[src/rtl/gpio_port_pkg.sv]
package gpio_port_pkg;

  typedef enum logic [1:0] {
    PM_IN    = 2'b00,
    PM_IN_PU = 2'b01,
    PM_PUSH  = 2'b10,
    PM_OPEN  = 2'b11
  } pin_mode_e;

  localparam logic [7:0] ADR_DATA    = 8'hE4;
  localparam logic [7:0] ADR_CFG_HI  = 8'hE5;
  localparam logic [7:0] ADR_CFG_LO  = 8'hE6;
  localparam logic [7:0] ADR_IE      = 8'hEC;
  localparam logic [7:0] ADR_EDGE_HI = 8'hED;
  localparam logic [7:0] ADR_EDGE_LO = 8'hEE;
  localparam logic [7:0] ADR_PEND    = 8'hD6;

endpackage

[src/rtl/gpio_port_sync.sv]
// Multi-stage synchroniser with level-change detection per pin.
module gpio_port_sync #(
  parameter int NPINS  = 7,
  parameter int STAGES = 2
) (
  input  logic             clk,
  input  logic             rst_n,
  input  logic [NPINS-1:0] pad_in,
  output logic [NPINS-1:0] level_o,
  output logic [NPINS-1:0] rise_o,
  output logic [NPINS-1:0] fall_o
);

  logic [NPINS-1:0] stg_q [STAGES];
  logic [NPINS-1:0] prev_q;

  always_ff @(posedge clk or negedge rst_n) begin
    if (!rst_n) begin
      for (int s = 0; s < STAGES; s++) stg_q[s] <= '0;
      prev_q <= '0;
    end else begin
      stg_q[0] <= pad_in;
      for (int s = 1; s < STAGES; s++) stg_q[s] <= stg_q[s-1];
      prev_q <= stg_q[STAGES-1];
    end
  end

  assign level_o = stg_q[STAGES-1];
  assign rise_o  = level_o & ~prev_q;
  assign fall_o  = ~level_o & prev_q;

endmodule

[src/rtl/gpio_port_pads.sv]
// Mode decode toward the pad cells.
module gpio_port_pads
  import gpio_port_pkg::*;
#(
  parameter int NPINS = 7
) (
  input  logic                  clk,
  input  logic                  rst_n,
  input  pin_mode_e [NPINS-1:0] mode_i,
  input  logic [NPINS-1:0]      latch_i,
  output logic [NPINS-1:0]      pad_oe,
  output logic [NPINS-1:0]      pad_out,
  output logic [NPINS-1:0]      pad_pu
);

  for (genvar i = 0; i < NPINS; i++) begin : g_pin
    logic oe_l, out_l, pu_l;
    always_comb begin
      oe_l  = 1'b0;
      out_l = 1'b0;
      pu_l  = 1'b0;
      case (mode_i[i])
        PM_IN_PU: pu_l = 1'b1;
        PM_PUSH: begin
          oe_l  = 1'b1;
          out_l = latch_i[i];
        end
        PM_OPEN: oe_l = ~latch_i[i];
        default: ;
      endcase
    end
    assign pad_oe[i]  = oe_l;
    assign pad_out[i] = out_l;
    assign pad_pu[i]  = pu_l;
  end


  pu_with_drive_chk: assert property (@(posedge clk) disable iff (!rst_n)
    (pad_oe & pad_pu) == '0);


  drive_high_needs_latch_chk: assert property (@(posedge clk) disable iff (!rst_n)
    (pad_oe & pad_out & ~latch_i) == '0);

endmodule

[src/rtl/gpio_port_regs.sv]
// Register file, read mux and pending-flag handling.
module gpio_port_regs
  import gpio_port_pkg::*;
#(
  parameter int NPINS   = 7,
  parameter int LO_PINS = 4
) (
  input  logic                  clk,
  input  logic                  rst_n,
  input  logic                  bus_sel,
  input  logic                  bus_wr,
  input  logic [7:0]            bus_addr,
  input  logic [7:0]            bus_wdata,
  output logic [7:0]            bus_rdata,
  input  logic [NPINS-1:0]      level_i,
  input  logic [NPINS-1:0]      rise_i,
  input  logic [NPINS-1:0]      fall_i,
  output pin_mode_e [NPINS-1:0] mode_o,
  output logic [NPINS-1:0]      latch_o,
  output logic [NPINS-1:0]      pend_o
);

  localparam int HI_PINS = NPINS - LO_PINS;
  localparam int LO_CW   = 2 * LO_PINS;
  localparam int HI_CW   = 2 * HI_PINS;

  logic [LO_CW-1:0]   cfg_lo_q;
  logic [HI_CW-1:0]   cfg_hi_q;
  logic [LO_PINS-1:0] edge_lo_q;
  logic [HI_PINS-1:0] edge_hi_q;
  logic [NPINS-1:0]   ie_q, pend_q, latch_q;
  logic [NPINS-1:0]   edge_sel, set_vec;

  logic wr_en;
  assign wr_en = bus_sel & bus_wr;

  logic hit_data, hit_clo, hit_chi, hit_ie, hit_elo, hit_ehi, hit_pend;
  assign hit_data = wr_en && (bus_addr == ADR_DATA);
  assign hit_clo  = wr_en && (bus_addr == ADR_CFG_LO);
  assign hit_chi  = wr_en && (bus_addr == ADR_CFG_HI);
  assign hit_ie   = wr_en && (bus_addr == ADR_IE);
  assign hit_elo  = wr_en && (bus_addr == ADR_EDGE_LO);
  assign hit_ehi  = wr_en && (bus_addr == ADR_EDGE_HI);
  assign hit_pend = wr_en && (bus_addr == ADR_PEND);

  assign edge_sel = {edge_hi_q, edge_lo_q};
  assign set_vec  = ie_q & ((edge_sel & rise_i) | (~edge_sel & fall_i));

  always_ff @(posedge clk or negedge rst_n) begin
    if (!rst_n) begin
      cfg_lo_q  <= '0;
      cfg_hi_q  <= '0;
      edge_lo_q <= '0;
      edge_hi_q <= '0;
      ie_q      <= '0;
      latch_q   <= '0;
      pend_q    <= '0;
    end else begin
      if (hit_clo)  cfg_lo_q  <= bus_wdata[LO_CW-1:0];
      if (hit_chi)  cfg_hi_q  <= bus_wdata[HI_CW-1:0];
      if (hit_elo)  edge_lo_q <= bus_wdata[LO_PINS-1:0];
      if (hit_ehi)  edge_hi_q <= bus_wdata[HI_PINS-1:0];
      if (hit_ie)   ie_q      <= bus_wdata[NPINS-1:0];
      if (hit_data) latch_q   <= bus_wdata[NPINS-1:0];
      // set has priority over a same-edge clear
      pend_q <= (hit_pend ? (pend_q & bus_wdata[NPINS-1:0]) : pend_q) | set_vec;
    end
  end

  for (genvar i = 0; i < NPINS; i++) begin : g_mode
    if (i < LO_PINS) begin : g_lo
      assign mode_o[i] = pin_mode_e'(cfg_lo_q[2*i +: 2]);
    end else begin : g_hi
      assign mode_o[i] = pin_mode_e'(cfg_hi_q[2*(i-LO_PINS) +: 2]);
    end
  end

  always_comb begin
    bus_rdata = '0;
    if (bus_sel) begin
      case (bus_addr)
        ADR_DATA:    bus_rdata[NPINS-1:0]   = level_i;
        ADR_CFG_LO:  bus_rdata[LO_CW-1:0]   = cfg_lo_q;
        ADR_CFG_HI:  bus_rdata[HI_CW-1:0]   = cfg_hi_q;
        ADR_IE:      bus_rdata[NPINS-1:0]   = ie_q;
        ADR_PEND:    bus_rdata[NPINS-1:0]   = pend_q;
        ADR_EDGE_LO: bus_rdata[LO_PINS-1:0] = edge_lo_q;
        ADR_EDGE_HI: bus_rdata[HI_PINS-1:0] = edge_hi_q;
        default:     bus_rdata = '0;
      endcase
    end
  end

  assign latch_o = latch_q;
  assign pend_o  = pend_q;


  pend_set_lands_chk: assert property (@(posedge clk) disable iff (!rst_n)
    (|set_vec) |=> ((pend_q & $past(set_vec)) == $past(set_vec)));


  pend_no_stray_clear_chk: assert property (@(posedge clk) disable iff (!rst_n)
    !hit_pend |=> ((pend_q & $past(pend_q)) == $past(pend_q)));


  pend_needs_enable_chk: assert property (@(posedge clk) disable iff (!rst_n)
    (ie_q == '0) |=> ((pend_q & ~$past(pend_q)) == '0));

endmodule

[src/rtl/gpio_edge_port.sv]
module gpio_edge_port
  import gpio_port_pkg::*;
#(
  parameter int NPINS       = 7,
  parameter int LO_PINS     = 4,
  parameter int SYNC_STAGES = 2
) (
  input  logic             clk,
  input  logic             rst_n,
  input  logic             bus_sel,
  input  logic             bus_wr,
  input  logic [7:0]       bus_addr,
  input  logic [7:0]       bus_wdata,
  output logic [7:0]       bus_rdata,
  input  logic [NPINS-1:0] pad_in,
  output logic [NPINS-1:0] pad_oe,
  output logic [NPINS-1:0] pad_out,
  output logic [NPINS-1:0] pad_pu,
  output logic             irq_n
);

  logic [NPINS-1:0]      level, rise, fall, latch, pend;
  pin_mode_e [NPINS-1:0] mode;

  gpio_port_sync #(.NPINS(NPINS), .STAGES(SYNC_STAGES)) u_sync (
    .clk(clk), .rst_n(rst_n), .pad_in(pad_in),
    .level_o(level), .rise_o(rise), .fall_o(fall)
  );

  gpio_port_regs #(.NPINS(NPINS), .LO_PINS(LO_PINS)) u_regs (
    .clk(clk), .rst_n(rst_n),
    .bus_sel(bus_sel), .bus_wr(bus_wr), .bus_addr(bus_addr),
    .bus_wdata(bus_wdata), .bus_rdata(bus_rdata),
    .level_i(level), .rise_i(rise), .fall_i(fall),
    .mode_o(mode), .latch_o(latch), .pend_o(pend)
  );

  gpio_port_pads #(.NPINS(NPINS)) u_pads (
    .clk(clk), .rst_n(rst_n), .mode_i(mode), .latch_i(latch),
    .pad_oe(pad_oe), .pad_out(pad_out), .pad_pu(pad_pu)
  );

  assign irq_n = ~|pend;


  reset_quiet_chk: assert property (@(posedge clk) disable iff (!rst_n)
    $rose(rst_n) |-> (pad_oe == '0 && pad_pu == '0 && irq_n));

endmodule

[config.mk]
export PLATFORM = sky130hd
export DESIGN_NAME = gpio_edge_port
export DESIGN_NICKNAME = d
export VERILOG_FILES = /design/src/rtl/gpio_port_pkg.sv /design/src/rtl/gpio_port_sync.sv /design/src/rtl/gpio_port_pads.sv /design/src/rtl/gpio_port_regs.sv /design/src/rtl/gpio_edge_port.sv
export SDC_FILE = /design/constraint.sdc
export NUM_CORES = 1
export LEC_CHECK = 0
export CAP_MARGIN = 20
export CORE_AREA = 2 2 109 111
export CTS_BUF_LIST = sky130_fd_sc_hd__clkbuf_4 sky130_fd_sc_hd__clkbuf_8 sky130_fd_sc_hd__clkbuf_16
export DETAILED_ROUTE_END_ITERATION = 10
export DIE_AREA = 0 0 111 113
export GPL_TIMING_DRIVEN = 0
export PLACE_DENSITY = 0.5
export SYNTH_ARGS = -nofsm -noshare
export SYNTH_HDL_FRONTEND = slang
export SYNTH_SLANG_ARGS = --single-unit
[constraint.sdc]
create_clock -name clk -period 2 [get_ports clk]
set_clock_uncertainty 0.1 [all_clocks]
set_input_delay 0.4 -clock clk [delete_from_list [all_inputs] [get_ports clk]]
set_output_delay 0.4 -clock clk [all_outputs]
set_load 0.02 [all_outputs]
Yosys cells after proc, flatten, opt, wreduce, memory -nomap -nowiden. Cells that the tools add are included.

Reductions and logical operators: 9. Equal/unequal tests: 28. Bitwise logic cells: 19. Multiplexer cells: 28.

Operator list (number): $eq A8 B8 Y1 const B (7); $and A7 B7 Y7 (6); $eq A2 B2 Y1 const B (14); $not A7 Y7 (3); $pmux W3 S7 (1); $mux W1 (15); $eq A2 B1 Y1 const B (7); $or A7 B7 Y7 (2); $pmux W1 S2 (7); $pmux W2 S5 (1); $mux W8 (1); $logic_and A1 B1 Y1 (7); $mux W7 (1); $not A1 Y1 (7); $reduce_or A7 Y1 (1); $pmux W1 S6 (1); $pmux W1 S4 (1); $and A1 B1 Y1 (1); $logic_not A1 Y1 (1).

Output and inout port bits: 30. Bits of input ports: 27. Register bits after elaboration: 63. Logic and storage cells: 94.

Longest topological paths before layout. Gate-level depths: netlist of run 1.

Depth after elaboration: 6. Depth in mapped cells: 5. Mapped depth without buffers: 4.

Hierarchy. Synthesis of run 1 repeated with hierarchy kept, for this count alone.

Cell total of the unflattened synthesis: 274. Area, all modules: 3244.4 um^2.

By module, submodules not included: gpio_port_regs (area each 2208.4 um^2, sequential area each 1051.0 um^2, cells an instance 188, instances 1); gpio_port_sync (area each 700.7 um^2, sequential area each 525.5 um^2, cells an instance 42, instances 1); gpio_port_pads (area each 315.3 um^2, sequential area each 0.0 um^2, cells an instance 42, instances 1); gpio_edge_port (area each 20.0 um^2, sequential area each 0.0 um^2, cells an instance 2, instances 1).

Worst setup path before layout of run 1. OpenSTA, ideal clock, no wires.

Path type: in2out. Start point: input bus_addr[1]. End point: output bus_rdata[0]. Data arrival time: 1624 ps. Data required time: 1500 ps. Path buffers: 1. Setup slack: -124 ps. Stages: 5. Cell sequence: or3b_1 buf_2 nor3_1 a32oi_1 a31oi_1.

Word-level cells in the longest chain between the ends: 3. Elaborated cells on any way between the ends: 9. Classes of those cells: 7 x eq/ne; 2 x mux.

RTL lines: start, declared (line gpio_edge_port.sv:12) `input logic [7:0] bus_addr,`; $eq A8 B8 Y1 (line gpio_port_regs.sv:81) `case (bus_addr)`; $pmux W3 S7 (*) (line gpio_port_regs.sv:81); $mux W8 (*) (line gpio_port_regs.sv:80) `if (bus_sel) begin`; end, declared (line gpio_edge_port.sv:14) `output logic [7:0] bus_rdata,`.

Mark *: on every way between the ends. The rest lies on a longest branch, timed or not.

Worst setup path in the final report of run 1. Same ends and word-level chain as after synthesis.

==> flow_summary.json, run 1 <==
{
  "area_growth_pct": 39.65,
  "rsz0062_at_grt": "true",
  "cts_tree": "done",
  "cts_buffer_depth": 2,
  "clock.fmax_mhz": 470.7,
  "first_pass_iters": 4,
  "setup_tns_ns": -0.6574,
  "synth-seq-cells": 63,
  "grt_pass1_wl_mm": 14.01,
  "n_fill_cell": 1078,
  "worst_slack_ns": -0.1247,
  "ys_seq_area_share_pct": 49.22,
  "port_buffers": 55,
  "syn_area_um2": 3203,
  "yosys.cell_types.count": 47,
  "syn_area_per_cell_um2": 11.36,
  "antenna_cells": 0,
  "routed_via_density": 4.870,
  "worstRegToRegCells": 4,
  "async_flop_share_pct": 100.0,
  "insertion_delay_ns": 0.32,
  "coreArea_um2": 11270,
  "rr_endpoint": "u_regs.pend_o[4]$_DFF_PN0_",
  "regArea_um2": 1582,
  "met1_usage_pct": 19.37,
  "post-route-min-period_ns": 2.125,
  "worst_ir_drop_vdd_v": 0.0004138,
  "overflow": 0,
  "dp_hpwl_mm": 6.079,
  "met3_usage_pct": 4.124,
  "num_vias": 2474,
  "violations": "setup timing",
  "fin_area_um2": 4473,
  "hold_viol": 0,
  "cp.required_ns": 1.50,
  "cts.sink_count": 63,
  "top_level_ports": 57,
  "antenna_left": 0,
  "r2r_start": "u_regs.edge_hi_q[0]$_DFFE_PN0P_",
  "r2r_setup_slack_ns": 1.01,
  "multi_input_area_um2": 1524,
  "synth_nets": 309,
  "cp.arrival_ns": 1.62,
  "die_w_um": 111,
  "place_ws_ns": -1.264,
  "end_kind": "output port",
  "grtUsageTotal_pct": 14.45,
  "start_util_pct": 28.42,
  "grt_util_met2_pct": 22.54,
  "start_kind": "input pin",
  "drt_wl_total_mm": 8.644,
  "fin_nets": 387,
  "worst_slew_pin_slew_ns": 0.8114,
  "min_path_type": "in -> async",
  "grt_max_degree": 64,
  "die-area_um2": 12540,
  "rows": 39,
  "place_congestion": 0.8732,
  "h-tree-depth": 3,
  "cap_violations": 0,
  "synth-edff-count": 0,
  "leakage_nw": 2.090,
  "hold_ws_ns": 0.07204,
  "dpl_cell_area_um2": 3956,
  "grt_busiest_layer": "met2",
  "setup_viol": 7,
  "wl_per_cell_um": 17.02,
  "ys_warn_count": 0,
  "utilization_pct": 39.68,
  "syn_inst": 282,
  "maxSlewViolCount": 0,
  "slew_headroom_pct": 45.91,
  "critPathMaxFanout": 10,
  "p_per_area_nw_per_um2": 742.7,
  "cts_root_buf": "clkbuf_16",
  "drt-initial-drc-count": 82,
  "status": "complete, but fails checks",
  "grt_pass1_vias": 2559,
  "fin_crit_sh_pct": 106.2,
  "cts_made_buffers": 9,
  "ys.flop_type": "dfrtp_1",
  "dieHeight_um": 113,
  "drc": 0,
  "layout-drive-gt1-share_pct": 43.01,
  "worstSetupPathType": "in -> out",
  "clkTransAtPathRegs_ns": 0.05,
  "cts_hold_buf": 0,
  "antenna_found_initial": 0
}
sequential cells by signal, indices dropped and copies added, names as in the netlist:
register	cells
u_regs.cfg_hi_q	6
u_regs.cfg_lo_q	8
u_regs.edge_hi_q	3
u_regs.edge_lo_q	4
u_regs.ie_q	7
u_regs.latch_o	7
u_regs.pend_o	7
u_sync.level_o	7
u_sync.prev_q	7
u_sync.stg_q	7
where the power goes:
group / switching, mW / total, mW / leakage, nW / internal, mW
Clock: 0.519 / 1.70 / 0.167 / 1.18
Combinational: 0.133 / 0.261 / 1.14 / 0.128
Sequential: 0.0368 / 1.36 / 0.786 / 1.32
Total: 0.689 / 3.32 / 2.09 / 2.63
cells in the final DEF (no fill, tap or decap), types with 3 or more instances in the layout:
cell type	synthesis	layout
a32oi_1	4	3
mux2_2	36	36
dfrtp_2	0	4
nor2b_1	7	7
dfrtp_1	63	59
clkdlybuf4s50_1	0	16
buf_4	22	43
nand3_1	7	6
nor3_4	3	4
o21ai_0	18	15
nor2_1	17	14
nand2_1	26	26
dlygate4sd2_1	0	21
buf_6	2	5
and3_1	4	3
clkbuf_8	3	3
a21boi_0	7	7
and3b_2	1	4
clkbuf_16	0	9
buf_2	1	4
nor2_2	2	4
buf_8	0	5
nor3b_1	7	7
worst max path at each step:
stage / from / slack, ns / cells past startpoint / endpoint
6_report: bus_addr[1] / -0.12 / 7 / bus_rdata[0]
4_1_cts: bus_addr[3] / -0.22 / 7 / bus_rdata[0]
5_1_grt: bus_addr[4] / -0.18 / 7 / bus_rdata[1]
2_1_floorplan: u_regs.pend_o[2]$_DFF_PN0_ / 0.003 / 2 / irq_n
3_3_place_gp: rst_n / -1.75 / 1 / u_sync.level_o[5]$_DFF_PN0_
3_5_place_dp: bus_addr[1] / -1.26 / 7 / bus_rdata[6]
kinds of logic after synthesis:
kind of cell	synth area share, %
DFF	49.22
buffers and inverters	7.539
and+or+nand+nor	18.63
AOI/OAI and AO/OA	10.27
muxes	14.34
timing repair:
item | 4_1_cts | 5_1_grt
cloned | 1 | 0
setup buffers | 10 | 3
endpoints found under the setup margin | 66 | 11
resized for setup | 135 | 18
pin swaps | 18 | 13
synth_stat cells (2+ instances only):
cell type,n,area (um2)
dfrtp_1,63,1577
mux2_2,36,405.4
nand2_1,26,97.59
buf_4,22,165.2
o21ai_0,18,90.09
nor2_1,17,63.81
a21boi_0,7,52.55
nand3_1,7,35.03
nor2b_1,7,43.79
nor3b_1,7,52.55
a21oi_1,5,25.02
and3b_1,5,43.79
a32oi_1,4,35.03
and3_1,4,25.02
a22oi_1,3,22.52
and3_2,3,22.52
clkbuf_8,3,41.29
nor3_4,3,48.80
o2bb2ai_1,3,26.28
a22o_1,2,17.52
a31oi_1,2,12.51
and2b_2,2,17.52
and4b_1,2,20.02
buf_6,2,22.52
mux2i_1,2,20.02
nand3b_1,2,15.01
nand4b_1,2,17.52
nor2_2,2,12.51
nor3_1,2,10.01
o21a_1,2,15.01
worst max-delay path: stages:
cell and delay [ns]:
buf_8 0.10, clkbuf_8 0.16, nor2_2 0.26, a22o_1 0.19, a32oi_1 0.11, a31oi_2 0.23, buf_4 0.17
metrics by stage:
stage / cells / power [mW]
after CTS: 506 / 3.352
after floorplan: 282 / 1.481
after detailed placement: 480 / 1.625
after global routing: 508 / 3.443
after global placement: 480 / 1.625
final: 508 / 3.322
final cells by class:
type	count	area share [%]
clock inverter	3	1.455
multi-input combinational	189	34.07
buffer	27	5.455
timing repair buffer	69	13.59
sequential	63	35.36
clock buffer	13	5.986
tap	143	4.000
inverter	1	0.08392
per-layer routing:
| metal | share of wire, % | wire (um) |
|---|---|---|
| met1 | 46 | 3998 |
| met4 | 1.7 | 145 |
| met3 | 6.4 | 554 |
| met2 | 46 | 3945 |
| met5 | 0 | 0 |
Power figures use the tool's default switching activity.
==> inputs of run 2 (changes only) <==
- PLACE_DENSITY: 0.5 -> 0.52
- clock period: 2 -> 1.7 ns (I/O delays scaled with it)
==> flow_summary.json, run 2 (synthesis gave the netlist of run 1 again) <==
{
  "status": "complete, but fails checks",
  "violations": "setup timing",
  "n_fill_cell": 1044,
  "post-route-min-period_ns": 2.059,
  "crit_chain": "or4_4 -> nor4_4 -> buf_4",
  "antenna_cells": 0,
  "rsz0062_at_grt": "true",
  "cts_root_buf": "clkbuf_16",
  "largest_reg_flops": 8,
  "clock.fmax_mhz": 485.6,
  "crit_slowest_cell": "or4_4",
  "worstSetupPathType": "reg -> out",
  "worst_slack_ns": -0.3593,
  "largest-register": "u_regs.cfg_lo_q",
  "coreArea_um2": 11270,
  "fin_crit_sh_pct": 121.1,
  "dp_hpwl_mm": 5.976,
  "cp.required_ns": 1.26,
  "antenna_left": 0,
  "dieHeight_um": 113,
  "min_path_type": "in -> async",
  "place_congestion": 0.8806,
  "rows": 39,
  "wl_per_cell_um": 16.73,
  "clkTransAtPathRegs_ns": 0.05,
  "grt_max_degree": 64,
  "first_pass_iters": 4,
  "p_comb_share_pct": 9.7,
  "die-area_um2": 12540,
  "grtUsageTotal_pct": 14.82,
  "leakage_nw": 2.296,
  "drt_wl_total_mm": 9.102,
  "cts_made_buffers": 9,
  "grt_pass1_vias": 2618,
  "end_kind": "output port",
  "start_util_pct": 28.42,
  "port_buffers": 55,
  "cap_violations": 0,
  "utilization_pct": 43.61,
  "grt_pass1_wl_mm": 14.32,
  "num_vias": 2627,
  "die_w_um": 111,
  "fin_nets": 423,
  "setup_tns_ns": -2.255,
  "critPathMaxFanout": 3,
  "h-tree-depth": 3,
  "cp.arrival_ns": 1.62,
  "overflow": 0,
  "met3_usage_pct": 3.535,
  "dpl_cell_area_um2": 3995,
  "drt-initial-drc-count": 83,
  "insertion_delay_ns": 0.32,
  "cts.sink_count": 63,
  "routed_via_density": 4.829,
  "met1_usage_pct": 19.33,
  "layout-drive-gt1-share_pct": 55.86,
  "final_common_cell": "buf_4",
  "worst_ir_drop_vdd_v": 0.0005414,
  "top_level_ports": 57,
  "area_growth_pct": 53.48,
  "hold_viol": 0,
  "maxSlewViolCount": 0,
  "grt_busiest_layer": "met2",
  "slew_headroom_pct": 46.40,
  "p_per_area_nw_per_um2": 814.2,
  "p_sw_mw": 0.8497,
  "cts_buffer_depth": 2,
  "cts_hold_buf": 0,
  "fin_area_um2": 4916,
  "antenna_found_initial": 0,
  "cts_tree": "done",
  "grt_util_met2_pct": 23.56,
  "p_int_mw": 3.153,
  "layout_common_cells": "buf_4 (73), dfrtp_1 (61), mux2_2 (36)",
  "drc": 0,
  "max_stage_delay_ns": 0.55,
  "start_kind": "flop",
  "pwr-share-clk_pct": 50.5,
  "switching_share_pct": 21.23,
  "setup_viol": 10,
  "worst_slew_pin_slew_ns": 0.8040,
  "seqPwrFrac_pct": 39.8,
  "place_ws_ns": -1.379
}
[run 2: cell types whose count changed in the layout (fill, tap and decap cells not counted), sizes merged]
cell	change
buf	+51
dlygate4sd2	-21
clkbuf	+5
clkdlybuf4s15	+1
clkdlybuf4s50	-1
clkinvlp	+1
dlymetal6s2s	+1
inv	-1
[run 2: final cells by class]
class | count | area [um2] | area share, %
Clock buffer | 13 | 267.8 | 5.447
Multi-Input combinational cell | 189 | 1600 | 32.55
Clock inverter | 3 | 65.06 | 1.323
Tap cell | 143 | 178.9 | 3.640
Timing Repair Buffer | 107 | 965.9 | 19.65
Sequential cell | 63 | 1579 | 32.12
Inverter | 1 | 7.507 | 0.1527
Buffer | 25 | 251.5 | 5.116
[run 2: per-layer routing]
metal	up-vias	share of wire (%)
met2	87	46
met4	0	3.3
li1	1223	-
met3	24	5.4
met5	-	0
met1	1293	45
[run 2: through the flow]
stage / power (mW) / hold WS (ns) / instances
after floorplan: 1.747 / -0.05559 / 282
after detailed placement: 1.914 / 0.2362 / 480
after global routing: 4.149 / 0.09161 / 544
after CTS: 4.006 / 0.03766 / 528
after global placement: 1.913 / 0.2332 / 480
final: 4.003 / 0.001748 / 544
[run 2: worst paths after layout]
check | start | end | slack, ns | depth (start not counted)
setup / recovery | u_regs.pend_o[2]$_DFF_PN0_ | irq_n | -0.36 | 3
hold / removal | rst_n | u_sync.stg_q[11]$_DFF_PN0_ | 0.002 | 1
setup reg to reg | u_regs.cfg_lo_q[3]$_DFFE_PN0P_ | u_regs.cfg_lo_q[3]$_DFFE_PN0P_ | 0.62 | 3
hold reg to reg | u_sync.stg_q[10]$_DFF_PN0_ | u_sync.level_o[3]$_DFF_PN0_ | 0.25 | 0
max in group asynchronous | rst_n | u_regs.cfg_hi_q[4]$_DFFE_PN0P_ | 0.92 | 1
min in group clk | u_sync.stg_q[10]$_DFF_PN0_ | u_sync.level_o[3]$_DFF_PN0_ | 0.25 | 0
[run 2: timing repair]
| item | CTS | global route |
|---|---|---|
| buffers inserted | 31 | 19 |
| setup endpoints to repair | 72 | 44 |
| cloned | 2 | 1 |
| endpoints found under the hold margin | 0 | 0 |
| resized for setup | 208 | 61 |
| pin swaps | 26 | 15 |
[run 2: power by group through the flow]
stage	Clock [mW]	Combinational, mW	Sequential [mW]
final	2.02	0.389	1.59
after global routing	2.13	0.420	1.60
after CTS	2.06	0.349	1.59
after detailed placement	0	0.292	1.62
after global placement	0	0.293	1.62
after floorplan	0	0.140	1.61
[run 2: critical path: cells and delay by family (launching register included)]
kind,cells,cell delay [ns]
AND/OR/NAND/NOR,2,0.71
flip-flops,1,0.40
buffers and inverters,1,0.18
